`config.mk`:
```
export PLATFORM = sky130hd
export DESIGN_NAME = cycle_timer
export DESIGN_NICKNAME = d
export VERILOG_FILES = /design/src/rtl/cyc_tmr_pkg.sv /design/src/rtl/cyc_tmr_regs.sv /design/src/rtl/cyc_tmr_counter.sv /design/src/rtl/cyc_tmr_release.sv /design/src/rtl/cycle_timer.sv
export SDC_FILE = /design/constraint.sdc
export NUM_CORES = 1
export LEC_CHECK = 0
export BUFFER_PORTS_ARGS = -buffer_cell sky130_fd_sc_hd__buf_2
export CORE_MARGIN = 5
export CORE_UTILIZATION = 52
export CTS_CLUSTER_SIZE = 30
export DETAILED_ROUTE_END_ITERATION = 10
export GPL_TIMING_DRIVEN = 0
export PLACE_DENSITY = 0.77
export RECOVER_POWER = 100
export SLEW_MARGIN = 20
export SYNTH_ARGS = -nofsm -noshare
export SYNTH_HDL_FRONTEND = slang
export SYNTH_SLANG_ARGS = --single-unit
export TNS_END_PERCENT = 50
```
`constraint.sdc`:
```
create_clock -name clk -period 2 [get_ports clk]
set_clock_uncertainty 0.2 [all_clocks]
set_input_delay 0.4 -clock clk [delete_from_list [all_inputs] [get_ports clk]]
set_output_delay 0.4 -clock clk [all_outputs]
set_load 0.01 [all_outputs]
```
`src/rtl/cyc_tmr_pkg.sv`:
```
// Shared constants and types for the fixed-cycle countdown timer.
// Assumes a byte-wide register port and a 16-bit preset split over two bytes.
package cyc_tmr_pkg;
    localparam int CNT_W   = 16;
    localparam int DATA_W  = 8;
    localparam int ADDR_W  = 3;
    localparam int NUM_SRC = 5;
    localparam int SEL_W   = 3;

    localparam logic [ADDR_W-1:0] A_PRE_LO = 3'd0;
    localparam logic [ADDR_W-1:0] A_PRE_HI = 3'd1;
    localparam logic [ADDR_W-1:0] A_CTRL   = 3'd2;
    localparam logic [ADDR_W-1:0] A_STAT   = 3'd3;
    localparam logic [ADDR_W-1:0] A_CNT_LO = 3'd4;
    localparam logic [ADDR_W-1:0] A_CNT_HI = 3'd5;

    typedef struct packed {
        logic [SEL_W-1:0] src;
        logic             hold;
        logic             irq_en;
        logic             run;
    } ctrl_t;
endpackage

```
`src/rtl/cyc_tmr_regs.sv`:
```
// Register file of the countdown timer: preset bytes, control fields and the
// sticky event flag, plus the combinational read mux.
// Assumes one write per cycle; an event has priority over a flag clear.
module cyc_tmr_regs
    import cyc_tmr_pkg::*;
#(
    parameter int CW = CNT_W,
    parameter int DW = DATA_W,
    parameter int AW = ADDR_W
) (
    input  logic          clk,
    input  logic          rst_n,
    input  logic          wr_en,
    input  logic [AW-1:0] wr_addr,
    input  logic [DW-1:0] wr_data,
    input  logic [AW-1:0] rd_addr,
    output logic [DW-1:0] rd_data,
    input  logic          event_i,
    input  logic [CW-1:0] count_i,
    output logic [CW-1:0] preset_o,
    output ctrl_t         ctrl_o,
    output logic          flag_o
);
    localparam int CTRL_W = $bits(ctrl_t);

    logic [CW-1:0] preset_q;
    ctrl_t         ctrl_q;
    logic          flag_q;
    logic          clr_req;

    // Decode a host write of 0 into the flag bit.
    assign clr_req = wr_en && (wr_addr == A_STAT) && !wr_data[0];

    // Preset and control storage.
    always_ff @(posedge clk) begin
        if (!rst_n) begin
            preset_q <= '0;
            ctrl_q   <= '0;
        end else if (wr_en) begin
            case (wr_addr)
                A_PRE_LO: preset_q[DW-1:0]  <= wr_data;
                A_PRE_HI: preset_q[CW-1:DW] <= wr_data[CW-DW-1:0];
                A_CTRL:   ctrl_q <= '{src:    wr_data[4 +: SEL_W],
                                     hold:   wr_data[2],
                                     irq_en: wr_data[1],
                                     run:    wr_data[0]};
                default:  ;
            endcase
        end
    end

    // Sticky event flag, set by events and cleared only by the host.
    always_ff @(posedge clk) begin
        if (!rst_n)       flag_q <= 1'b0;
        else if (event_i) flag_q <= 1'b1;
        else if (clr_req) flag_q <= 1'b0;
    end

    // Read mux over the register map.
    always_comb begin
        rd_data = '0;
        case (rd_addr)
            A_PRE_LO: rd_data = preset_q[DW-1:0];
            A_PRE_HI: rd_data = preset_q[CW-1:DW];
            A_CTRL:   rd_data = {1'b0, ctrl_q.src, 1'b0,
                                 ctrl_q[CTRL_W-SEL_W-1:0]};
            A_STAT:   rd_data = {{(DW-1){1'b0}}, flag_q};
            A_CNT_LO: rd_data = count_i[DW-1:0];
            A_CNT_HI: rd_data = count_i[CW-1:DW];
            default:  rd_data = '0;
        endcase
    end

    assign preset_o = preset_q;
    assign ctrl_o   = ctrl_q;
    assign flag_o   = flag_q;

    AST_FLAG_SET: assert property (@(posedge clk) disable iff (!rst_n)
        event_i |=> flag_o);
    AST_FLAG_STICKY: assert property (@(posedge clk) disable iff (!rst_n)
        (flag_o && !clr_req) |=> flag_o);
endmodule

```
`src/rtl/cyc_tmr_counter.sv`:
```
// Down counter of the timer: selects the source tick, decrements on it,
// reloads the preset at terminal count and flags the event.
// Assumes tick strobes are one clock wide; preset 0 halts at 0.
module cyc_tmr_counter
    import cyc_tmr_pkg::*;
#(
    parameter int CW = CNT_W,
    parameter int NS = NUM_SRC,
    parameter int SW = SEL_W
) (
    input  logic          clk,
    input  logic          rst_n,
    input  logic [NS-1:0] src_tick,
    input  logic [SW-1:0] src_sel,
    input  logic          run,
    input  logic          hold,
    input  logic [CW-1:0] preset,
    output logic [CW-1:0] count,
    output logic          event_o
);
    localparam logic [CW-1:0] ONE = CW'(1);

    logic [CW-1:0] cnt_q;
    logic          tick_sel;
    logic          step;

    // Source multiplexer; out-of-range codes select no tick.
    always_comb begin
        tick_sel = 1'b0;
        for (int i = 0; i < NS; i++) begin
            if (src_sel == SW'(i)) tick_sel = src_tick[i];
        end
    end

    assign step    = run && !hold && tick_sel;
    assign event_o = step && (cnt_q == ONE);

    // Countdown with reload on the terminal tick.
    always_ff @(posedge clk) begin
        if (!rst_n)                cnt_q <= '0;
        else if (!run)             cnt_q <= preset;
        else if (event_o)          cnt_q <= preset;
        else if (step && cnt_q != '0) cnt_q <= cnt_q - ONE;
    end

    assign count = cnt_q;

    AST_IDLE_TRACKS: assert property (@(posedge clk) disable iff (!rst_n)
        !run |=> count == $past(preset));
    AST_RELOAD: assert property (@(posedge clk) disable iff (!rst_n)
        event_o |=> count == $past(preset));
    AST_HOLD_FREEZE: assert property (@(posedge clk) disable iff (!rst_n)
        (run && hold) |=> count == $past(count));
    AST_ZERO_QUIET: assert property (@(posedge clk) disable iff (!rst_n)
        (count == '0) |-> !event_o);
endmodule

```
`src/rtl/cyc_tmr_release.sv`:
```
// Interrupt line driver: pulls low at an enabled event and lets go after
// a fixed number of release strobes, restarting the count on a new event.
// Assumes rel_strobe is one clock wide.
module cyc_tmr_release #(
    parameter int NREL = 2
) (
    input  logic clk,
    input  logic rst_n,
    input  logic event_i,
    input  logic irq_en,
    input  logic rel_strobe,
    output logic drive_low
);
    localparam int SC_W = $clog2(NREL + 1);
    localparam logic [SC_W-1:0] LAST = SC_W'(NREL - 1);

    logic            active_q;
    logic [SC_W-1:0] scnt_q;

    // Line state and release strobe count.
    always_ff @(posedge clk) begin
        if (!rst_n || !irq_en) begin
            active_q <= 1'b0;
            scnt_q   <= '0;
        end else if (event_i) begin
            active_q <= 1'b1;
            scnt_q   <= '0;
        end else if (active_q && rel_strobe) begin
            if (scnt_q == LAST) begin
                active_q <= 1'b0;
                scnt_q   <= '0;
            end else begin
                scnt_q <= scnt_q + 1'b1;
            end
        end
    end

    assign drive_low = active_q;

    AST_IRQ_AT_EVENT: assert property (@(posedge clk) disable iff (!rst_n)
        (event_i && irq_en) |=> drive_low);
    AST_IRQ_GATED: assert property (@(posedge clk) disable iff (!rst_n)
        !irq_en |=> !drive_low);
    AST_HELD_TO_STROBE: assert property (@(posedge clk) disable iff (!rst_n)
        (drive_low && irq_en && !rel_strobe) |=> drive_low);
endmodule

```
`src/rtl/cycle_timer.sv`:
```
// Top of the fixed-cycle countdown timer: joins register file, counter and
// interrupt release. Assumes prepared tick strobes and a 64 Hz release strobe.
module cycle_timer
    import cyc_tmr_pkg::*;
#(
    parameter int NREL = 2
) (
    input  logic                clk,
    input  logic                rst_n,
    input  logic                wr_en,
    input  logic [ADDR_W-1:0]   wr_addr,
    input  logic [DATA_W-1:0]   wr_data,
    input  logic [ADDR_W-1:0]   rd_addr,
    output logic [DATA_W-1:0]   rd_data,
    input  logic [NUM_SRC-1:0]  src_tick,
    input  logic                rel_strobe,
    output logic                irq_drive_low
);
    logic [CNT_W-1:0] preset;
    logic [CNT_W-1:0] count;
    ctrl_t            ctrl;
    logic             tmr_event;
    logic             flag;

    cyc_tmr_regs u_regs (
        .clk      (clk),
        .rst_n    (rst_n),
        .wr_en    (wr_en),
        .wr_addr  (wr_addr),
        .wr_data  (wr_data),
        .rd_addr  (rd_addr),
        .rd_data  (rd_data),
        .event_i  (tmr_event),
        .count_i  (count),
        .preset_o (preset),
        .ctrl_o   (ctrl),
        .flag_o   (flag)
    );

    cyc_tmr_counter u_counter (
        .clk      (clk),
        .rst_n    (rst_n),
        .src_tick (src_tick),
        .src_sel  (ctrl.src),
        .run      (ctrl.run),
        .hold     (ctrl.hold),
        .preset   (preset),
        .count    (count),
        .event_o  (tmr_event)
    );

    cyc_tmr_release #(.NREL(NREL)) u_release (
        .clk        (clk),
        .rst_n      (rst_n),
        .event_i    (tmr_event),
        .irq_en     (ctrl.irq_en),
        .rel_strobe (rel_strobe),
        .drive_low  (irq_drive_low)
    );

    AST_EVENT_FLAGS: assert property (@(posedge clk) disable iff (!rst_n)
        tmr_event |=> flag);
endmodule

```
==> run_results.csv <==
group,metric,value,unit
logic_synthesis,yosysUniqueCellTypes,50,
placed_design,place_ws,-0.325,ns
sta,min_period_over_period,1.07,
setup_path,worstPathArrival,2.15,ns
run_status,status,"finished with violations",
sta,rsz0062_at_grt,"true",
cts,numCtsBuffers,5,
run_status,violations,"setup timing",
sta,worstMarginPinSlew,1.08,ns
logic_synthesis,yosys.area.top_type_share,0.353,
cts,clkSlewWorstSetupHoldPaths,0.08,ns
logic_synthesis,synth_largest_area_cell,"dfxtp_1",
sta,setup_slack,-0.130,ns
floorplanning,die-area,6040,um2
placed_design,gp_congestion,0.931,
cts,clk_latency,0.30,ns
drt,routed-via-count,2409,
job,maxCapViolations,0,
logic_synthesis,syn-mean-instance-area,8.33,um2
logic_synthesis,yosys_warnings,0,
power,ir_drop,0.445,mV
drt,ant_nets,0,
worst_hold_path,worst_hold_path.endpoint,"u_regs.preset_o[3]",
sta,slew_headroom,0.278,
logic_synthesis,synthArstFlopShare,0,
drt,drt-vias-per-instance,6.13,
cts,hold_buffers,0,
sta,fmax,469,MHz
finish,area_growth,29.9,%
floorplanning,initial_utilization,0.540,
cts,htree_num_levels,2,
logic_synthesis,yosysMostFrequentCell,"dfxtp_1",
worst_hold_path,hold_depth,3,
drt,dr.pass1.iters,5,
finish,final_cell_area,3100,um2
drt,routed_wirelength,7450,um
setup_path,crit_fanout,6,
worst_hold_path,min_from,"wr_data[3]",
placed_design,placed_area,2600,um2
cts,cts_tree,"yes",
global_routing,antenna_found_initial,0,
floorplanning,num_rows,24,
placed_design,portBuffers,30,
cts,cts.root.buffer_cell,"clkbuf_8",
logic_synthesis,synthFlopType,"dfxtp_1",
worst_hold_path,hold_path.class,"in2reg",
global_routing,grt_pass1_wl,11500,um
global_routing,grt_overflow,0,
floorplanning,core-area,4410,um2
floorplanning,die_h,77.7,um
setup_path,crit_path_start_kind,"flop",
setup_path,critPathKind,"reg2reg",
sta,finalSetupViolCount,17,
sta,whs,0.155,ns
sta,maxSlewViolCount,0,
floorplanning,pin_count,32,
logic_synthesis,synth_edf_count,0,
setup_path,critical_path_required,2.02,ns
cts,clock-sinks,42,
finish,num_antenna_cells,0,
logic_synthesis,synth_area_leaders,"dfxtp_1 35%, mux2i_1 8.4%, a21oi_1 7.1%",
drt,drc,0,
global_routing,grt_max_degree,14,
setup_path,reg2reg_to,"u_counter.count[5]",
logic_synthesis,ys_ff_latch,42,
logic_synthesis,ys_seq_area_frac,0.353,
logic_synthesis,netlist_area,2380,um2
drt,drtIter0Drc,228,
power,p_leak,1.19,nW
setup_path,ff2ff_setup_slack,-0.13,ns
global_routing,grt_use_total,0.236,
finish,drive_above_1_share,0.346,
logic_synthesis,synth_commonest_cells,"42 x dfxtp_1, 35 x nor2_1, 34 x a21oi_1",
logic_synthesis,postSynthCellCount,286,
floorplanning,die_w,77.7,um
drt,wire_per_inst,19.0,um
global_routing,grt_pass1_vias,2288,
cts,ctsLongestPathBuffers,2,
setup_path,end_kind,"flop",
placed_design,place_hpwl,4940,um
setup_path,r2r-start,"u_counter.count[4]",
sta,min_period,2.13,ns
setup_path,worstRegToRegCells,8,
sta,hold_viol,0,
finish,final_util,0.701,
sta,fin_tns_setup,-1.40,ns
power,p_per_area,597,nW/um2
logic_synthesis,synth_nets,312,
finish,final_nets,366,
## critical path, cell delays in order, from the launching register on
cell	delay [ns]
dfxtp_4	0.38
nor4_4	0.34
and4_4	0.31
buf_12	0.11
nand4_4	0.15
nand2_4	0.18
buf_8	0.15
nand2_1	0.07
a31oi_1	0.16
## metal layers
metal,wire [um],up-vias,GRT usage,part of all wire
li1,-,1134,-,-
met3,543,30,0.0521,0.073
met5,0,-,0,0
met4,269,0,0.0893,0.036
met2,3570,122,0.386,0.48
met1,3070,1123,0.303,0.41
## power by group
group,internal [mW],switching [mW]
clock network,0.373,0.306
registers,0.845,0.0234
logic,0.135,0.166
total,1.35,0.495
## cell type report
cell class / count / area, um2
clock buffer: 6 / 72.6
inverter: 8 / 30.0
fill: 322 / 1320
multi-input combinational: 221 / 1590
tap: 52 / 65.1
buffer: 12 / 88.8
clock inverter: 2 / 37.5
sequential: 42 / 873
timing repair buffer: 50 / 335
## kinds of logic after synthesis
| family | count (synthesis) | share of synthesized area |
|---|---|---|
| compound gates | 75 | 0.203 |
| xor+xnor | 9 | 0.0331 |
| fa+ha+maj | 3 | 0.0157 |
| buf+inv | 23 | 0.0409 |
| flops | 42 | 0.353 |
| mux | 24 | 0.117 |
| simple gates | 110 | 0.237 |
## state kept, by name, indices dropped and copies added (netlist names)
name,cells
u_release.scnt_q,2
u_release.drive_low,1
u_regs.preset_o,16
u_counter.count,16
u_regs.ctrl_o,6
u_regs.flag_o,1
## cells in the final DEF (no fill, tap or decap), types with 2 or more instances in the layout
cell type	Yosys	final
nand2b_1	5	5
ha_1	3	3
buf_8	0	2
clkbuf_8	0	5
nand3b_1	2	2
nor3_1	7	6
a22oi_2	0	4
and2_1	2	2
dfxtp_4	0	5
nor2_1	35	33
a21oi_1	34	31
o21ai_0	10	7
xor2_1	8	8
clkbuf_1	9	6
o22ai_1	7	6
mux4_2	3	3
nand2_1	33	33
nor2_2	0	2
buf_4	2	19
buf_2	2	29
a21oi_2	1	3
a32oi_2	0	2
buf_6	0	3
a22oi_1	12	8
mux2i_1	20	19
inv_2	0	2
nor2b_1	5	4
dfxtp_2	0	11
nor4_4	1	4
nand3_1	4	3
dfxtp_1	42	26
o21ai_1	0	3
inv_1	8	6
## metrics by stage
step	instances	power, mW
2_1_floorplan	286	1.04
3_3_place_gp	368	1.11
3_5_place_dp	368	1.12
4_1_cts	382	1.80
5_1_grt	393	1.92
6_report	393	1.85
## worst max path at each step
stage	endpoint	startpoint
after floorplan	u_counter.count[2]	u_counter.count[9]
after global placement	u_counter.count[15]	u_counter.count[8]
after detailed placement	u_counter.count[4]	u_counter.count[8]
after CTS	u_counter.count[5]	u_regs.ctrl_o[4]
after global routing	u_counter.count[5]	u_counter.count[4]
final	u_counter.count[5]	u_counter.count[4]
## timing repair
action	4_1_cts	5_1_grt
pin swaps	9	17
gates resized for setup	41	29
setup endpoints to repair	24	23
cloned	0	1
setup buffers	8	11
Power figures use the tool's default switching activity.
